$ cat src/rtl/hb_pkg.sv
package hb_pkg;

  typedef enum logic {
    BUS_SPLIT = 1'b0,
    BUS_DIR   = 1'b1
  } bus_style_e;

  typedef struct packed {
    logic rd;
    logic wr;
  } acc_t;

endpackage

$ cat src/rtl/hb_sync.sv
module hb_sync #(
  parameter int          W       = 1,
  parameter logic [W-1:0] RST_VAL = '0
) (
  input  logic         clk_i,
  input  logic         rst_ni,
  input  logic [W-1:0] d_i,
  output logic [W-1:0] q_o
);

  logic [W-1:0] s1_q, s2_q;

  always_ff @(posedge clk_i or negedge rst_ni) begin
    if (!rst_ni) begin
      s1_q <= RST_VAL;
      s2_q <= RST_VAL;
    end else begin
      s1_q <= d_i;
      s2_q <= s1_q;
    end
  end

  assign q_o = s2_q;

endmodule

$ cat src/rtl/hb_decode.sv
module hb_decode
  import hb_pkg::*;
(
  input  bus_style_e style_i,
  input  logic       cs_n_i,
  input  logic       p0_n_i,
  input  logic       p1_i,
  output acc_t       acc_o
);

  always_comb begin
    acc_o = '0;
    if (!cs_n_i) begin
      if (style_i == BUS_SPLIT) begin
        acc_o.rd = !p0_n_i;
        acc_o.wr = !p1_i;
      end else begin
        acc_o.rd = !p0_n_i && p1_i;
        acc_o.wr = !p0_n_i && !p1_i;
      end
    end
  end

endmodule

$ cat src/rtl/hb_addr_sel.sv
module hb_addr_sel #(
  parameter int AW = 9
) (
  input  logic          clk_i,
  input  logic          rst_ni,
  input  logic          mux_en_i,
  input  logic          ale_s_i,
  input  logic [AW-1:0] addr_s_i,
  output logic [AW-1:0] addr_now_o,
  output logic [AW-1:0] addr_prev_o
);

  logic [AW-1:0] addr_d_q, lat_q, prev_q;
  logic          ale_q;
  logic          ale_fall;

  assign ale_fall = ale_q && !ale_s_i;

  always_ff @(posedge clk_i or negedge rst_ni) begin
    if (!rst_ni) begin
      addr_d_q <= '0;
      lat_q    <= '0;
      prev_q   <= '0;
      ale_q    <= 1'b0;
    end else begin
      addr_d_q <= addr_s_i;
      ale_q    <= ale_s_i;
      // address sampled alongside the last high ALE sample
      if (ale_fall) lat_q <= addr_d_q;
      prev_q   <= addr_now_o;
    end
  end

  assign addr_now_o  = mux_en_i ? lat_q : addr_s_i;
  assign addr_prev_o = prev_q;

  p_lat_hold_r7: assert property (@(posedge clk_i) disable iff (!rst_ni)
    !ale_fall |=> $stable(lat_q));

endmodule

$ cat src/rtl/hb_host_if.sv
module hb_host_if
  import hb_pkg::*;
#(
  parameter int            AW      = 9,
  parameter int            DW      = 8,
  parameter logic [AW-1:0] RSVD_LO = 9'h1C0,
  parameter logic [AW-1:0] RSVD_HI = 9'h1FF
) (
  input  logic          clk_i,
  input  logic          rst_ni,
  input  logic          style_i,
  input  logic          mux_en_i,
  input  logic          ale_i,
  input  logic          cs_ni,
  input  logic          rd_ni,
  input  logic          wr_ni,
  input  logic [AW-1:0] addr_i,
  input  logic [DW-1:0] data_i,
  output logic [DW-1:0] data_o,
  output logic          data_oe_o,
  output logic          reg_wr_o,
  output logic          reg_rd_o,
  output logic [AW-1:0] reg_addr_o,
  output logic [DW-1:0] reg_wdata_o,
  input  logic [DW-1:0] reg_rdata_i
);

  localparam int BW = AW + DW;

  bus_style_e    style;
  logic [3:0]    ctrl_s;
  logic [BW-1:0] bus_s;
  logic          cs_s, p0_s, p1_s, ale_s;
  logic [AW-1:0] addr_s, addr_now, addr_prev;
  logic [DW-1:0] data_s, data_prev_q;
  acc_t          acc_s, acc_raw;
  logic          rd_act_q, wr_act_q;
  logic          rd_start, wr_end;
  logic          rd_cap_q, rd_rsvd_q, oe_q;
  logic [DW-1:0] rdata_q;

  assign style = bus_style_e'(style_i);

  hb_sync #(.W(4), .RST_VAL(4'b1110)) u_ctrl_sync (
    .clk_i  (clk_i),
    .rst_ni (rst_ni),
    .d_i    ({cs_ni, rd_ni, wr_ni, ale_i}),
    .q_o    (ctrl_s)
  );

  hb_sync #(.W(BW), .RST_VAL('0)) u_bus_sync (
    .clk_i  (clk_i),
    .rst_ni (rst_ni),
    .d_i    ({addr_i, data_i}),
    .q_o    (bus_s)
  );

  assign {cs_s, p0_s, p1_s, ale_s} = ctrl_s;
  assign {addr_s, data_s}          = bus_s;

  hb_decode u_dec_s (
    .style_i (style),
    .cs_n_i  (cs_s),
    .p0_n_i  (p0_s),
    .p1_i    (p1_s),
    .acc_o   (acc_s)
  );

  // raw decode gates the output enable so release is not delayed by sync
  hb_decode u_dec_raw (
    .style_i (style),
    .cs_n_i  (cs_ni),
    .p0_n_i  (rd_ni),
    .p1_i    (wr_ni),
    .acc_o   (acc_raw)
  );

  hb_addr_sel #(.AW(AW)) u_addr (
    .clk_i       (clk_i),
    .rst_ni      (rst_ni),
    .mux_en_i    (mux_en_i),
    .ale_s_i     (ale_s),
    .addr_s_i    (addr_s),
    .addr_now_o  (addr_now),
    .addr_prev_o (addr_prev)
  );

  function automatic logic is_rsvd(input logic [AW-1:0] a);
    return (a >= RSVD_LO) && (a <= RSVD_HI);
  endfunction

  assign rd_start = acc_s.rd && !rd_act_q;
  assign wr_end   = wr_act_q && !acc_s.wr;

  always_ff @(posedge clk_i or negedge rst_ni) begin
    if (!rst_ni) begin
      rd_act_q    <= 1'b0;
      wr_act_q    <= 1'b0;
      data_prev_q <= '0;
      reg_wr_o    <= 1'b0;
      reg_rd_o    <= 1'b0;
      reg_addr_o  <= '0;
      reg_wdata_o <= '0;
      rd_cap_q    <= 1'b0;
      rd_rsvd_q   <= 1'b0;
      rdata_q     <= '0;
      oe_q        <= 1'b0;
    end else begin
      rd_act_q    <= acc_s.rd;
      wr_act_q    <= acc_s.wr;
      data_prev_q <= data_s;
      reg_wr_o    <= wr_end && !is_rsvd(addr_prev);
      reg_rd_o    <= rd_start && !is_rsvd(addr_now);
      rd_cap_q    <= rd_start;
      if (wr_end) begin
        reg_addr_o  <= addr_prev;
        reg_wdata_o <= data_prev_q;
      end else if (rd_start) begin
        reg_addr_o  <= addr_now;
      end
      if (rd_start) rd_rsvd_q <= is_rsvd(addr_now);
      if (rd_cap_q) rdata_q <= rd_rsvd_q ? '0 : reg_rdata_i;
      oe_q        <= acc_s.rd && (oe_q || rd_cap_q);
    end
  end

  assign data_oe_o = oe_q && acc_raw.rd;
  assign data_o    = data_oe_o ? rdata_q : '0;

  p_wr_single_r5: assert property (@(posedge clk_i) disable iff (!rst_ni)
    reg_wr_o |=> !reg_wr_o);

  p_rd_single_r6: assert property (@(posedge clk_i) disable iff (!rst_ni)
    reg_rd_o |=> !reg_rd_o);

  p_rsvd_wr_r8: assert property (@(posedge clk_i) disable iff (!rst_ni)
    reg_wr_o |-> !is_rsvd(reg_addr_o));

  p_oe_no_wr_r3: assert property (@(posedge clk_i) disable iff (!rst_ni)
    data_oe_o |-> !reg_wr_o);

  p_oe_after_cap_r6: assert property (@(posedge clk_i) disable iff (!rst_ni)
    $rose(oe_q) |-> $past(rd_cap_q));

endmodule

$ cat config.mk
export PLATFORM = sky130hd
export DESIGN_NAME = hb_host_if
export DESIGN_NICKNAME = d
export VERILOG_FILES = /design/src/rtl/hb_pkg.sv /design/src/rtl/hb_sync.sv /design/src/rtl/hb_decode.sv /design/src/rtl/hb_addr_sel.sv /design/src/rtl/hb_host_if.sv
export SDC_FILE = /design/constraint.sdc
export NUM_CORES = 1
export LEC_CHECK = 0
export ABC_AREA = 0
export BUFFER_PORTS_ARGS = -buffer_cell sky130_fd_sc_hd__buf_2
export CORE_AREA = 2 2 81 91
export DETAILED_ROUTE_END_ITERATION = 12
export DIE_AREA = 0 0 83 93
export PLACE_DENSITY = 0.77
export SYNTH_ARGS = -nofsm -noshare
export SYNTH_HDL_FRONTEND = slang
export SYNTH_SLANG_ARGS = --single-unit
$ cat constraint.sdc
create_clock -name clk_i -period 1.8 [get_ports clk_i]
set_input_delay 0.09 -clock clk_i [delete_from_list [all_inputs] [get_ports clk_i]]
set_output_delay 0.09 -clock clk_i [all_outputs]
set_load 0.1 [all_outputs]
# --- Word-level counts from Yosys, hierarchy flattened ---
# Cells that the tools add are included.
classes:
  n_reduce_logical: 24
  order_cmp: 4
  mux: 9
op_table:
  columns: ["cell", "n"]
  rows:
  - ["9-bit 2-to-1 mux", 3]
  - ["9-bit >= comparator (second input constant)", 2]
  - ["9-bit <= comparator (second input constant)", 2]
  - ["8-bit 2-to-1 mux", 2]
  - ["1-bit logical AND", 13]
  - ["1-bit logical NOT", 9]
  - ["2-bit 2-to-1 mux", 4]
  - ["2-bit nonzero test", 1]
  - ["1-bit logical OR", 1]
word_totals:
  word_cells: 56
  in_bits: 33
  ff_bits: 110
  out_inout_bits: 28

# --- Depth between registers and ports, before layout ---
logic_depth:
  depth_word: 7
  ltp_mapped: 5

# --- Modules after synthesis ---
# A second synthesis with hierarchy kept.
unflattened:
  cells_unflattened: 228
  hier_area_um2: 3698.5
by_module_without_submodules:
  columns: ["mod", "cells_per_inst", "area_each_um2", "instances", "seq_area_each_um2"]
  rows:
  - ["hb_host_if", 131, 1606.5, 1, 1001.0]
  - ["hb_addr_sel", 49, 975.9, 1, 700.7]
  - ["hb_sync at u_bus_sync", 34, 850.8, 1, 850.8]
  - ["hb_sync at u_ctrl_sync", 8, 207.7, 1, 207.7]
  - ["hb_decode", 3, 28.8, 2, 0.0]

# --- Worst setup path before layout ---
# Ideal clock, no wire load.
synth_timing:
  kind: "reg-to-output"
  start: "reg oe_q"
  end: "out data_o[0]"
  n_path_buf: 0
  required_time_ps: 1710
  t_arrival_ps: 3149
  path_stages_with_launch: 3
  setup_slack_ps: -1439
  path_cell_list: "dfrtp_1 -> nor4b_2 -> and2_1"
synth_between:
  elab_chain_len: 2
synth_lines:
  columns: ["item", "line_no", "rtl"]
  rows:
  - ["start, declared", "hb_host_if.sv:39", "logic rd_cap_q, rd_rsvd_q, oe_q;"]
  - ["start signal, assigned", "hb_host_if.sv:123", "oe_q <= acc_s.rd && (oe_q || rd_cap_q);"]
  - ["1-bit logical AND", "hb_host_if.sv:127", "assign data_oe_o = oe_q && acc_raw.rd;"]
  - ["via data_oe_o", "hb_host_if.sv:20", "output logic data_oe_o,"]
  - ["8-bit 2-to-1 mux", "hb_host_if.sv:128", "assign data_o = data_oe_o ? rdata_q : '0;"]
  - ["end, declared", "hb_host_if.sv:19", "output logic [DW-1:0] data_o,"]
# The timed path passes the listed nets, and every way through them passes these cells.

# --- Worst setup path after layout ---
layout_timing:
  start: "reg oe_q"
  end: "out data_oe_o"
layout_between:
  elab_chain_len: 1
layout_lines:
  columns: ["item", "line_no"]
  rows:
  - ["1-bit logical AND", "hb_host_if.sv:127"]
  - ["end, declared", "hb_host_if.sv:20"]
# No other way between the ends.

==> impl_metrics.ini <==
[cells_and_area]
synthToLayoutAreaGrowth_pct = 28.9
num-nets-final = 366
final_layout_size_suffix_gt1_frac = 0.368
fillCellCount = 448
multi_input_area_sq_um = 820
diodes = 0
final_core_util = 0.689
register_area_sq_um = 2760

[clocking]
path_clk_slew_ns = 0.09
tritoncts.num_buffers = 9
worstSkewPairLatency_ns = 0.36
cts_tree = done
clk_path_buf_depth = 2
cts_max_level = 3
cts.sinks = 110
buffer_type_at_the_clock_tree_root = sky130_fd_sc_hd__clkbuf_8
post-cts-setup-buffers = 0

[worst_setup_path]
reg2regPathDepth = 3
slowest_stage = sky130_fd_sc_hd__clkbuf_4
critPathCaptureType = output pin
critical_path.cell_chain = nor4b_4, clkbuf_4
worst-r2r-setup-slack_ns = 0.18
cp.required_ns = 1.71
slowest_delay_ns = 0.44
critical_path_class = flip-flop to output pin
critPathArrivalTime_ns = 1.56
worst-path-max-fanout = 9
worstReg2RegEnd = rd_rsvd_q
start_kind = flip-flop
r2r-start = u_ctrl_sync.q_o[2]

[yosys]
post-synth-top-count-cell = sky130_fd_sc_hd__dfrtp_1
synthTopCellsByCount = sky130_fd_sc_hd__dfrtp_1 (104), sky130_fd_sc_hd__mux2_2 (26), sky130_fd_sc_hd__a31oi_1 (10), sky130_fd_sc_hd__nand3_1 (10)
synth_enable_flop_cells = 0
synth_cells = 237
synth_seq_area_share = 0.754
post_synth.cell_area_avg_sq_um = 15.4
mappedNetlistNets = 270
dominantRegCellSynth = sky130_fd_sc_hd__dfrtp_1
synthesis.area_sq_um = 3660
yosys-top-cells-area = sky130_fd_sc_hd__dfrtp_1 (71%), sky130_fd_sc_hd__mux2_2 (8.0%), sky130_fd_sc_hd__dfstp_2 (4.3%), sky130_fd_sc_hd__nand3b_1 (1.8%), sky130_fd_sc_hd__o31ai_1 (1.8%)
ys_types = 27
synthDominantAreaCellType = sky130_fd_sc_hd__dfrtp_1
postSynth.asyncResetShare = 1.00
synth_largest_type_area_fraction = 0.711
ys_warn_count = 0
seq_cells_post_synth = 110

[floorplanning]
die_area_sq_um = 7720
floorplan.rows = 32
chipHeight_um = 93
initial_utilization = 0.535
core_area_sq_um = 6850
floorplan.die.width_um = 83
num_io_pins = 61

[placed_design]
dp.final_hpwl_um = 4110
port_buffers = 60
globalplace.congestion = 0.810

[power]
power.internal_mw = 3.69
power.combinational.fraction = 0.216
cellLeakagePower_nw = 2.12
total_switching_power_mw = 1.75
sequentialPowerShare = 0.525
p_per_area_nw_per_um2 = 1150
ir_worst_vdd_mv = 0.646
clock_power_share = 0.259
power_switching_share = 0.321
fin_total_pwr_mw = 5.43

[sta]
final_period_demand_of_the_worst_path_ns = 1.65
summed_negative_setup_slack_over_all_endpoints_ns = 0
post-route-period-util = 0.916
timing_max_transition_violations_final = 0
timing.final.hold_violations = 0
worst_slew_pin_slew_ns = 0.647
fmax_mhz = 607
rsz0062_at_grt = no
report.final.setup_viol = 0
skew_ns = 0.0104
maxSlewHeadroom = 0.567
whs_ns = 0.211

[global_routing]
grtUsageMet2 = 0.276
grt_use_met3 = 0.0415
grt_pass1_vias = 2263
grt_remaining_overflow = 0
grt_antenna_before_repair = 0
groute.usage.overall = 0.184
grt_pass1_wl_um = 11000
grtUsageMet1 = 0.256
largest_net_degree_at_the_start_of_global_routing = 42
top_usage_layer = met2

[hold_path]
hold_path.class = primary input to flip-flop
min-delay-start = mux_en_i
hold_end = u_addr.addr_prev_o[8]
whs_path_depth = 2

[route]
post_route_antenna_net_violation_count = 0
drt-total-wl_um = 6370
iteration_count_of_the_initial_detailed_routing_pass = 4
num_vias = 2213
first_iter_violations = 116
post_drt_wl_per_cell_um = 15.1
post_drt_via_cell_ratio = 5.24
route.detailed.drc = 0

[run]
drv_cap = 0

[status]
status = complete, no violations
## sequential cells by signal, summed over array words and instances (netlist names), 8 cells and up
signal	flops
data_prev_q	8
rdata_q	8
reg_addr_o	9
reg_wdata_o	8
u_addr.addr_d_q	9
u_addr.addr_prev_o	9
u_addr.lat_q	9
u_bus_sync.q_o	17
u_bus_sync.s1_q	17
## final cells by class
class                           count  share of cell area
Clock buffer                       11              0.0300
Clock inverter                      4              0.0101
Inverter                           10             0.00796
Multi-Input combinational cell    105               0.174
Sequential cell                   110               0.585
Tap cell                           85              0.0226
Timing Repair Buffer               97               0.170
## worst max path at each step
stage,startpoint,slack [ns],cells past startpoint,end
5_1_grt,oe_q,0.04,2,data_oe_o
3_5_place_dp,u_ctrl_sync.q_o[2],0.21,3,rd_rsvd_q
6_report,oe_q,0.15,2,data_oe_o
2_1_floorplan,oe_q,-0.42,2,data_o[0]
3_3_place_gp,u_ctrl_sync.q_o[2],0.27,3,rd_rsvd_q
4_1_cts,oe_q,0.06,2,data_oe_o
## layout by cell type, fill, tap and decap left out
| master | n |
|---|---|
| sky130_fd_sc_hd__o21a_1 | 1 |
| sky130_fd_sc_hd__a31oi_1 | 10 |
| sky130_fd_sc_hd__o21ai_0 | 8 |
| sky130_fd_sc_hd__nand2_1 | 1 |
| sky130_fd_sc_hd__dfrtp_1 | 104 |
| sky130_fd_sc_hd__or2_2 | 1 |
| sky130_fd_sc_hd__nor4_1 | 9 |
| sky130_fd_sc_hd__clkbuf_1 | 1 |
| sky130_fd_sc_hd__buf_12 | 10 |
| sky130_fd_sc_hd__mux2_2 | 26 |
| sky130_fd_sc_hd__a211o_1 | 1 |
| sky130_fd_sc_hd__dlygate4sd3_1 | 30 |
| sky130_fd_sc_hd__dfstp_2 | 6 |
| sky130_fd_sc_hd__and2_2 | 8 |
| sky130_fd_sc_hd__mux2_4 | 1 |
| sky130_fd_sc_hd__o31ai_1 | 9 |
| sky130_fd_sc_hd__nand2b_1 | 1 |
| sky130_fd_sc_hd__clkinv_1 | 1 |
| sky130_fd_sc_hd__clkbuf_8 | 10 |
| sky130_fd_sc_hd__clkbuf_4 | 1 |
| sky130_fd_sc_hd__nand3_1 | 10 |
| sky130_fd_sc_hd__and2_1 | 1 |
| sky130_fd_sc_hd__nor3_1 | 1 |
| sky130_fd_sc_hd__inv_1 | 9 |
| sky130_fd_sc_hd__clkinv_2 | 2 |
| sky130_fd_sc_hd__bufinv_16 | 1 |
| sky130_fd_sc_hd__nand3b_1 | 9 |
| sky130_fd_sc_hd__buf_4 | 6 |
| sky130_fd_sc_hd__nor4b_4 | 1 |
| sky130_fd_sc_hd__nor2b_1 | 4 |
| sky130_fd_sc_hd__nor2_1 | 2 |
| sky130_fd_sc_hd__a21boi_0 | 1 |
| sky130_fd_sc_hd__clkinvlp_4 | 1 |
| sky130_fd_sc_hd__buf_2 | 50 |
## power by group through the flow
stage          clock network (mW)  registers [mW]  logic, mW
2_1_floorplan                   0            3.48      0.257
3_3_place_gp                    0            2.89       1.11
3_5_place_dp                    0            2.90       1.13
4_1_cts                      1.45            2.86       1.18
5_1_grt                      1.55            2.89       1.23
6_report                     1.41            2.86       1.17
## what timing repair did
item,4_1_cts,5_1_grt
hold endpoints to repair,61,0
hold buffers,30,0
gates resized for setup,0,1
setup endpoints to repair,0,1
## metal layers
layer  routed length (um)  vias up
met5                    0        -
met4                  132        0
met3                  321       12
met2                 3090       74
met1                 2830     1118
li1                     -     1009
## critical path, delay by kind of cell (launching register included)
family	cells	cell delay (ns)
buffers and inverters	1	0.44
and+or+nand+nor	1	0.40
DFF	1	0.36
## logic make-up (layout without fill, tap and decap cells)
group / after synthesis / count (layout) / synth area share
compound gates: 30 / 30 / 0.0530
buf+inv: 22 / 122 / 0.0270
flops: 110 / 110 / 0.754
mux: 27 / 27 / 0.0841
simple gates: 48 / 48 / 0.0817
## per-stage QoR
step / setup slack, ns / instance area (sq um) / cells
after floorplan: -0.419 / 3680 / 237
final: 0.152 / 4720 / 422
after CTS: 0.0620 / 4710 / 422
after detailed placement: 0.214 / 4220 / 377
after global placement: 0.274 / 4220 / 377
after global routing: 0.0381 / 4720 / 422
Note: power is estimated with default switching activity, not from simulation.
